===== src/rtl/sgl_pkg.sv =====
package sgl_pkg;
  typedef enum logic {
    GAP_NORMAL = 1'b0,
    GAP_SHORT  = 1'b1
  } gap_sel_e;
endpackage


===== src/rtl/sgl_limit_ctrl.sv =====
module sgl_limit_ctrl (
  input  logic gap_req_i,
  input  logic short_gap_en_i,
  input  logic limit_en_i,
  input  logic gmii_mode_i,
  input  logic cnt_zero_i,
  output logic limit_act_o,
  output logic grant_ok_o
);
  // limit only meaningful on GMII with short gap enabled
  assign limit_act_o = limit_en_i & short_gap_en_i & gmii_mode_i;
  assign grant_ok_o  = short_gap_en_i & gap_req_i & (~limit_act_o | cnt_zero_i);
endmodule


===== src/rtl/sgl_holdoff_cnt.sv =====
module sgl_holdoff_cnt #(
  parameter int HOLDOFF_CNT = 10000,
  parameter int CNT_W       = $clog2(HOLDOFF_CNT + 1)
) (
  input  logic             clk_i,
  input  logic             rst_ni,
  input  logic             limit_act_i,
  input  logic             load_i,
  output logic [CNT_W-1:0] cnt_o,
  output logic             zero_o
);
  localparam logic [CNT_W-1:0] LoadVal = CNT_W'(HOLDOFF_CNT);

  logic [CNT_W-1:0] cnt_q, cnt_d;

  always_comb begin
    cnt_d = cnt_q;
    if (!limit_act_i)        cnt_d = '0;
    else if (load_i)         cnt_d = LoadVal;
    else if (cnt_q != '0)    cnt_d = cnt_q - 1'b1;
  end

  always_ff @(posedge clk_i or negedge rst_ni) begin
    if (!rst_ni) cnt_q <= '0;
    else         cnt_q <= cnt_d;
  end

  assign cnt_o  = cnt_q;
  assign zero_o = (cnt_q == '0);
endmodule


===== src/rtl/sgl_gap_grant.sv =====
module sgl_gap_grant
  import sgl_pkg::*;
(
  input  logic     clk_i,
  input  logic     rst_ni,
  input  logic     sop_i,
  input  logic     grant_ok_i,
  output gap_sel_e gap_sel_o
);
  gap_sel_e sel_q;

  // decision latched per packet, held until next strobe
  always_ff @(posedge clk_i or negedge rst_ni) begin
    if (!rst_ni)    sel_q <= GAP_NORMAL;
    else if (sop_i) sel_q <= grant_ok_i ? GAP_SHORT : GAP_NORMAL;
  end

  assign gap_sel_o = sel_q;
endmodule


===== src/rtl/short_gap_limiter.sv =====
module short_gap_limiter
  import sgl_pkg::*;
#(
  parameter int HOLDOFF_CNT = 10000,
  parameter int CNT_W       = $clog2(HOLDOFF_CNT + 1)
) (
  input  logic             clk_i,
  input  logic             rst_ni,
  input  logic             gap_req_i,
  input  logic             short_gap_en_i,
  input  logic             limit_en_i,
  input  logic             gmii_mode_i,
  input  logic             sop_i,
  output logic             short_gap_o,
  output logic [CNT_W-1:0] holdoff_cnt_o
);
  logic     limit_act, grant_ok, cnt_zero, load;
  gap_sel_e gap_sel;

  sgl_limit_ctrl u_ctrl (
    .gap_req_i      (gap_req_i),
    .short_gap_en_i (short_gap_en_i),
    .limit_en_i     (limit_en_i),
    .gmii_mode_i    (gmii_mode_i),
    .cnt_zero_i     (cnt_zero),
    .limit_act_o    (limit_act),
    .grant_ok_o     (grant_ok)
  );

  assign load = sop_i & grant_ok & limit_act;

  sgl_holdoff_cnt #(
    .HOLDOFF_CNT (HOLDOFF_CNT),
    .CNT_W       (CNT_W)
  ) u_cnt (
    .clk_i       (clk_i),
    .rst_ni      (rst_ni),
    .limit_act_i (limit_act),
    .load_i      (load),
    .cnt_o       (holdoff_cnt_o),
    .zero_o      (cnt_zero)
  );

  sgl_gap_grant u_grant (
    .clk_i      (clk_i),
    .rst_ni     (rst_ni),
    .sop_i      (sop_i),
    .grant_ok_i (grant_ok),
    .gap_sel_o  (gap_sel)
  );

  assign short_gap_o = (gap_sel == GAP_SHORT);
endmodule


===== config.mk =====
export PLATFORM = sky130hd
export DESIGN_NAME = short_gap_limiter
export DESIGN_NICKNAME = d
export VERILOG_FILES = /design/src/rtl/sgl_pkg.sv /design/src/rtl/sgl_limit_ctrl.sv /design/src/rtl/sgl_holdoff_cnt.sv /design/src/rtl/sgl_gap_grant.sv /design/src/rtl/short_gap_limiter.sv
export SDC_FILE = /design/constraint.sdc
export NUM_CORES = 1
export LEC_CHECK = 0
export BUFFER_PORTS_ARGS = -buffer_cell sky130_fd_sc_hd__buf_2
export CAP_MARGIN = 20
export CORE_MARGIN = 2
export CORE_UTILIZATION = 30
export CTS_CLUSTER_DIAMETER = 60
export DETAILED_ROUTE_END_ITERATION = 8
export SLEW_MARGIN = 20
export SYNTH_ARGS = -nofsm -noshare
export SYNTH_HDL_FRONTEND = slang
export SYNTH_SLANG_ARGS = --single-unit
export TNS_END_PERCENT = 5

===== constraint.sdc =====
create_clock -name clk_i -period 3.15 [get_ports clk_i]
set_input_delay 0.63 -clock clk_i [delete_from_list [all_inputs] [get_ports clk_i]]
set_output_delay 0.63 -clock clk_i [all_outputs]
set_load 0.01 [all_outputs]

# After elaboration in Yosys (flattened, before gate mapping)
# Cells that the tools add are included.
[totals]
wordCells = 18
in_bits = 7
out_inout_bits = 15
register_bits = 15
[classes]
add_sub_neg = 1
mux = 4
eq_ne = 1
n_reduce_logical = 2
bitwise_logic = 8
[ops]
columns = ["cell", "n"]
rows = [
  ["$mux W14", 3],
  ["$logic_not A14 Y1", 1],
  ["$reduce_bool A14 Y1", 1],
  ["$sub A14 B1 Y14 const B", 1],
  ["$and A1 B1 Y1", 6],
  ["$ne A3 B1 Y1 const B", 1],
  ["$mux W1", 1],
  ["$not A1 Y1", 1],
  ["$or A1 B1 Y1", 1],
]

# Longest topological paths before layout
[logic_depth]
word_depth = 9
ltp_mapped = 8
depth_no_buf = 6

# By module
# From an unflattened synthesis, not the netlist that was laid out.
[unflattened]
cells_unflattened = 90
hier_area_um2 = 858.3
[by_module_without_submodules]
columns = ["mod", "cells_per_inst", "seq_area_each_um2", "area_per_inst_um2", "instances"]
rows = [
  ["sgl_holdoff_cnt", 84, 350.3, 790.8, 1],
  ["sgl_gap_grant", 2, 25.0, 40.0, 1],
  ["sgl_limit_ctrl", 3, 0.0, 21.3, 1],
  ["short_gap_limiter", 1, 0.0, 6.3, 1],
]

# Worst setup path before layout
# No wires, ideal clock.
[synth_path]
kind = "reg-to-reg"
from = "reg u_cnt.cnt_q[0], in the netlist u_cnt.cnt_o[0]"
to = "reg u_cnt.cnt_q[7], in the netlist u_cnt.cnt_o[7]"
path_stages_with_launch = 9
slack_ps = 1032
t_arrival_ps = 1984
synth_period_minus_slack_ps = 2118
required_time_ps = 3016
setup_ps = 134
n_path_buf = 2
cell_sequence = "dfrtp_1 inv_1 ha_1 or4b_1 buf_2 or4_4 buf_6 nand4b_1 a21oi_1"
[synth_via]
elab_chain_cells = 7
elab_cells_between_ends = 11
cone_classes = "1 x add/sub; 1 x eq/ne; 3 x mux; 4 x bitwise; 2 x reduce/logical"
[synth_lines]
columns = ["item", "line", "text"]
rows = [
  ["start: declaration", "sgl_holdoff_cnt.sv:14", "logic [CNT_W-1:0] cnt_q, cnt_d;"],
  ["start signal: assignment", "sgl_holdoff_cnt.sv:25", "else cnt_q <= cnt_d;"],
  ["parallel branches: the longest is 7 deep, another holds $sub A14 B1 Y14", "-", ""],
]
# Parallel ways; which one is timed is not known. The select of a mux whose other input is x is not followed.
# A chain may end at the register's enable or synchronous reset.

# Worst setup path in the final report
[layout_path]
from = "reg u_cnt.cnt_q[0], in the netlist u_cnt.cnt_o[0]"
to = "reg u_cnt.cnt_q[6], in the netlist u_cnt.cnt_o[6]"
# The elaborated chain is that of the path after synthesis.

==> results.txt <==
----------------------------------------------------
[Status]
  Outcome ... finished, final reports clean

[Yosys]
  Sequential area share after synthesis ... 44.3%
  Average size of a mapped cell ... 9.74 um2
  Xor/xnor cell area share of the yosys netlist ... 3.10%
  Post-synthesis compound-gate area fraction ... 16.0%
  Post-Synth Simple-Gate Area ... 29.4%
  Mapped cell area ... 847 um2
  Library cell with the largest summed area after synthesis ... sky130_fd_sc_hd__dfrtp_1
  Synthesized netlist cell count ... 87
  Synthesized-area fraction occupied by adder cells ... 1.48%
  Unique masters post-synth ... 34
  Synthesized flop and latch total ... 15
  Net Count, Synth ... 95
  Share of synthesized area spent on multiplexers ... 1.18%
  Main combinational cell family by area after synthesis ... simple AND/OR/NAND/NOR gates
  Warning count from the yosys run ... 0
  Cell types with the largest area share after synthesis ... sky130_fd_sc_hd__dfrtp_1, sky130_fd_sc_hd__a21oi_1, sky130_fd_sc_hd__nor2_1
  Share of the synthesized area in the top cell type ... 44.3%

[Clock network]
  TritonCTS clock tree ... done
  Hold buffers post-CTS ... 0
  Clock transition at path regs ... 90 ps
  Clock buffer count from CTS ... 3
  Source-to-sink clock delay at the later pin of the worst-skew pair ... 280 ps
  Buffers from clock root to sink, at most ... 2
  Maximum level of the CTS H-tree ... 1
  Post-cts sizing count ... 0
  Library cell used as clock root buffer ... sky130_fd_sc_hd__clkbuf_4
  CTS Sinks ... 15
  Post-CTS Setup Repair Bufs ... 0

[Detailed routing]
  Routed length on met1 ... 937 um
  Routed vias ... 765
  Routed wl met2 ... 852 um
  Drt total wl ... 1910 um
  Routed wl met3 ... 94 um
  Remaining DRCs ... 0
  Wire per inst ... 13.7 um
  1st-iter DRT viols ... 17
  Number of detailed-route iterations in the first pass ... 4
  Uppermost signal routing layer after detailed routing ... met4
  Per-cell via count in the routed design ... 5.46
  Number of nets still failing antenna checks after routing ... 0

[Setup path]
  Largest fanout on the critical path ... 10
  Class of the most critical setup path ... flip-flop to flip-flop
  Slowest library cell on the worst path ... sky130_fd_sc_hd__or4_2
  Crit. End Element ... flip-flop
  Start point of the critical path ... u_cnt.cnt_o[0]
  Arr. time, crit path ... 2480 ps
  Kind of launch point of the worst setup path ... flip-flop
  Launch instance of the worst register-to-register path ... u_cnt.cnt_o[0]
  Worst endpoint required time ... 3360 ps
  Critical path cell sequence ... inv_1 -> ha_1 -> or4b_1 -> or4_2 -> a21oi_1
  Largest stage delay on the critical path ... 660 ps

[GRT]
  Antenna violations before repair ... 0
  Residual overflow from global routing ... 0
  First-pass GRT wire length ... 3250 um
  Global router's overall resource usage ... 12.8%
  Via count of the first global-routing pass ... 690
  Pin count of the biggest net entering global routing ... 16

[Timing]
  Unrepaired setup endpoints after global routing ... false
  Period Utilization, post-route ... 72.2%
  Final hold violations ... 0
  Final setup viols ... 0
  Measured slew at the worst slew-check pin ... 519 ps
  Slew margin rel. ... 65.1%
  Final Critical Period ... 2270 ps
  Number of max-slew violations in the final report ... 0
  WHS ... 240 ps
  Maximum clock frequency ... 0.440 GHz
  Clock skew after layout ... 2.80 ps
  Aggregate negative setup slack ... 0 ps

[Floorplanning]
  Horizontal die dimension ... 57.1 um
  Total number of placement rows ... 19
  Starting utilization of the core area ... 31.3%
  Die boundary height ... 57.1 um
  I/O pin total ... 22
  Area enclosed by the die boundary ... 3260 um2
  Core outline area ... 2710 um2

[Layout]
  Layout net count ... 118
  Count of antenna diodes in the layout ... 0
  Area added between synthesis and finish ... 16.8%
  Finished Cell Area ... 990 um2
  Final-layout fill cell count ... 299
  Fraction of layout instances using a drive strength above 1 ... 27.5%

[Place]
  Final RePlAce weighted congestion ... 0.780
  Half-perimeter wire length after detailed placement ... 1460 um
  Post-placement cell area ... 963 um2
  Port-buffer cells ... 21

[Flow run]
  Max-cap violations ... 0

[Worst hold path]
  Classification of the worst-slack hold path ... input pin to async pin

----------------------------------------------------
## critical path, delay by kind of cell, from the launching register on
kind	cells	cell delay, ps
AOI/OAI and AO/OA	1	170
adders and majority gates	1	210
buffers and inverters	1	90
DFF	1	430
and+or+nand+nor	2	1300
## synth_stat cells
cell and instances:
sky130_fd_sc_hd__nor2b_1 1, sky130_fd_sc_hd__a211oi_2 1, sky130_fd_sc_hd__or4_4 1, sky130_fd_sc_hd__nor4_1 2, sky130_fd_sc_hd__xnor2_1 3, sky130_fd_sc_hd__and3_1 1
sky130_fd_sc_hd__or2_2 1, sky130_fd_sc_hd__or3_2 1, sky130_fd_sc_hd__nor4_4 1, sky130_fd_sc_hd__or4_2 1, sky130_fd_sc_hd__nor2_1 9, sky130_fd_sc_hd__nor3_1 5
sky130_fd_sc_hd__o41ai_1 2, sky130_fd_sc_hd__o21ai_1 1, sky130_fd_sc_hd__or4_1 4, sky130_fd_sc_hd__a21oi_1 10, sky130_fd_sc_hd__nand3_1 3, sky130_fd_sc_hd__or3_1 1
sky130_fd_sc_hd__mux2i_1 1, sky130_fd_sc_hd__nand4b_1 1, sky130_fd_sc_hd__a21o_1 2, sky130_fd_sc_hd__buf_6 2, sky130_fd_sc_hd__dfrtp_1 15, sky130_fd_sc_hd__o21ai_0 1
sky130_fd_sc_hd__a311oi_1 1, sky130_fd_sc_hd__nand3b_1 3, sky130_fd_sc_hd__buf_2 1, sky130_fd_sc_hd__nand2b_1 1, sky130_fd_sc_hd__nand2_1 3, sky130_fd_sc_hd__inv_1 3
sky130_fd_sc_hd__o22ai_1 1, sky130_fd_sc_hd__or4b_1 1, sky130_fd_sc_hd__o31ai_1 2, sky130_fd_sc_hd__ha_1 1
## metrics by stage
step	worst slack [ps]	std cells	utilization [%]
global route	732	140	36.5
CTS	877	140	36.5
detailed placement	889	136	35.5
floorplan	1030	87	-
global placement	955	136	35.5
finish	876	140	36.5
## routing by layer
layer	GRT usage (%)	vias up
met5	0	-
li1	-	375
met1	19.3	364
met2	17.7	22
met3	2.27	4
met4	5.98	0
## logic make-up (layout without fill, tap and decap cells)
kind of cell             after synthesis  in the layout
buffers and inverters                  6             28
AO/OA/AOI/OAI                         21             21
AND/OR/NAND/NOR                       40             40
adder cells (fa/ha/maj)                1              1
XOR/XNOR                               3              3
flip-flops                            15             15
multiplexers                           1              1
## cell usage in the layout, fill, tap and decap left out, types with 2 or more instances in the layout
cell type | netlist | layout
sky130_fd_sc_hd__o41ai_1 | 2 | 2
sky130_fd_sc_hd__xnor2_1 | 3 | 3
sky130_fd_sc_hd__nor3_1 | 5 | 5
sky130_fd_sc_hd__nor2_1 | 9 | 9
sky130_fd_sc_hd__inv_1 | 3 | 3
sky130_fd_sc_hd__a21o_1 | 2 | 2
sky130_fd_sc_hd__or4_1 | 4 | 4
sky130_fd_sc_hd__nor4_1 | 2 | 2
sky130_fd_sc_hd__clkbuf_4 | 0 | 3
sky130_fd_sc_hd__dfrtp_1 | 15 | 15
sky130_fd_sc_hd__o31ai_1 | 2 | 2
sky130_fd_sc_hd__buf_2 | 1 | 21
sky130_fd_sc_hd__nand3_1 | 3 | 3
sky130_fd_sc_hd__a21oi_1 | 10 | 10
sky130_fd_sc_hd__nand3b_1 | 3 | 3
sky130_fd_sc_hd__nand2_1 | 3 | 3
## registers in the layout (all words and copies together), names as in the netlist
register,count
u_grant.gap_sel_o,1
u_cnt.cnt_o,14
## final timing paths
path	endpoint	slack (ps)	depth (start not counted)
min in group clk_i	u_grant.gap_sel_o	530	2
setup / recovery	u_cnt.cnt_o[6]	880	5
hold reg to reg	u_grant.gap_sel_o	530	2
hold / removal	u_cnt.cnt_o[5]	240	1
max in group asynchronous	u_cnt.cnt_o[4]	2660	1
setup reg to reg	u_cnt.cnt_o[6]	880	5
## layout make-up
type	count	area, um2	share of cell area (%)
multi-input cells	66	433	43.7
clock buffers	4	26.3	2.65
well taps	31	38.8	3.92
inverters	3	11.3	1.14
flip-flops and latches	15	375	37.9
repair buffers	21	105	10.6
Power is not shown: default switching activity piles up to over one toggle a cycle in this logic, so the estimate is an artifact.
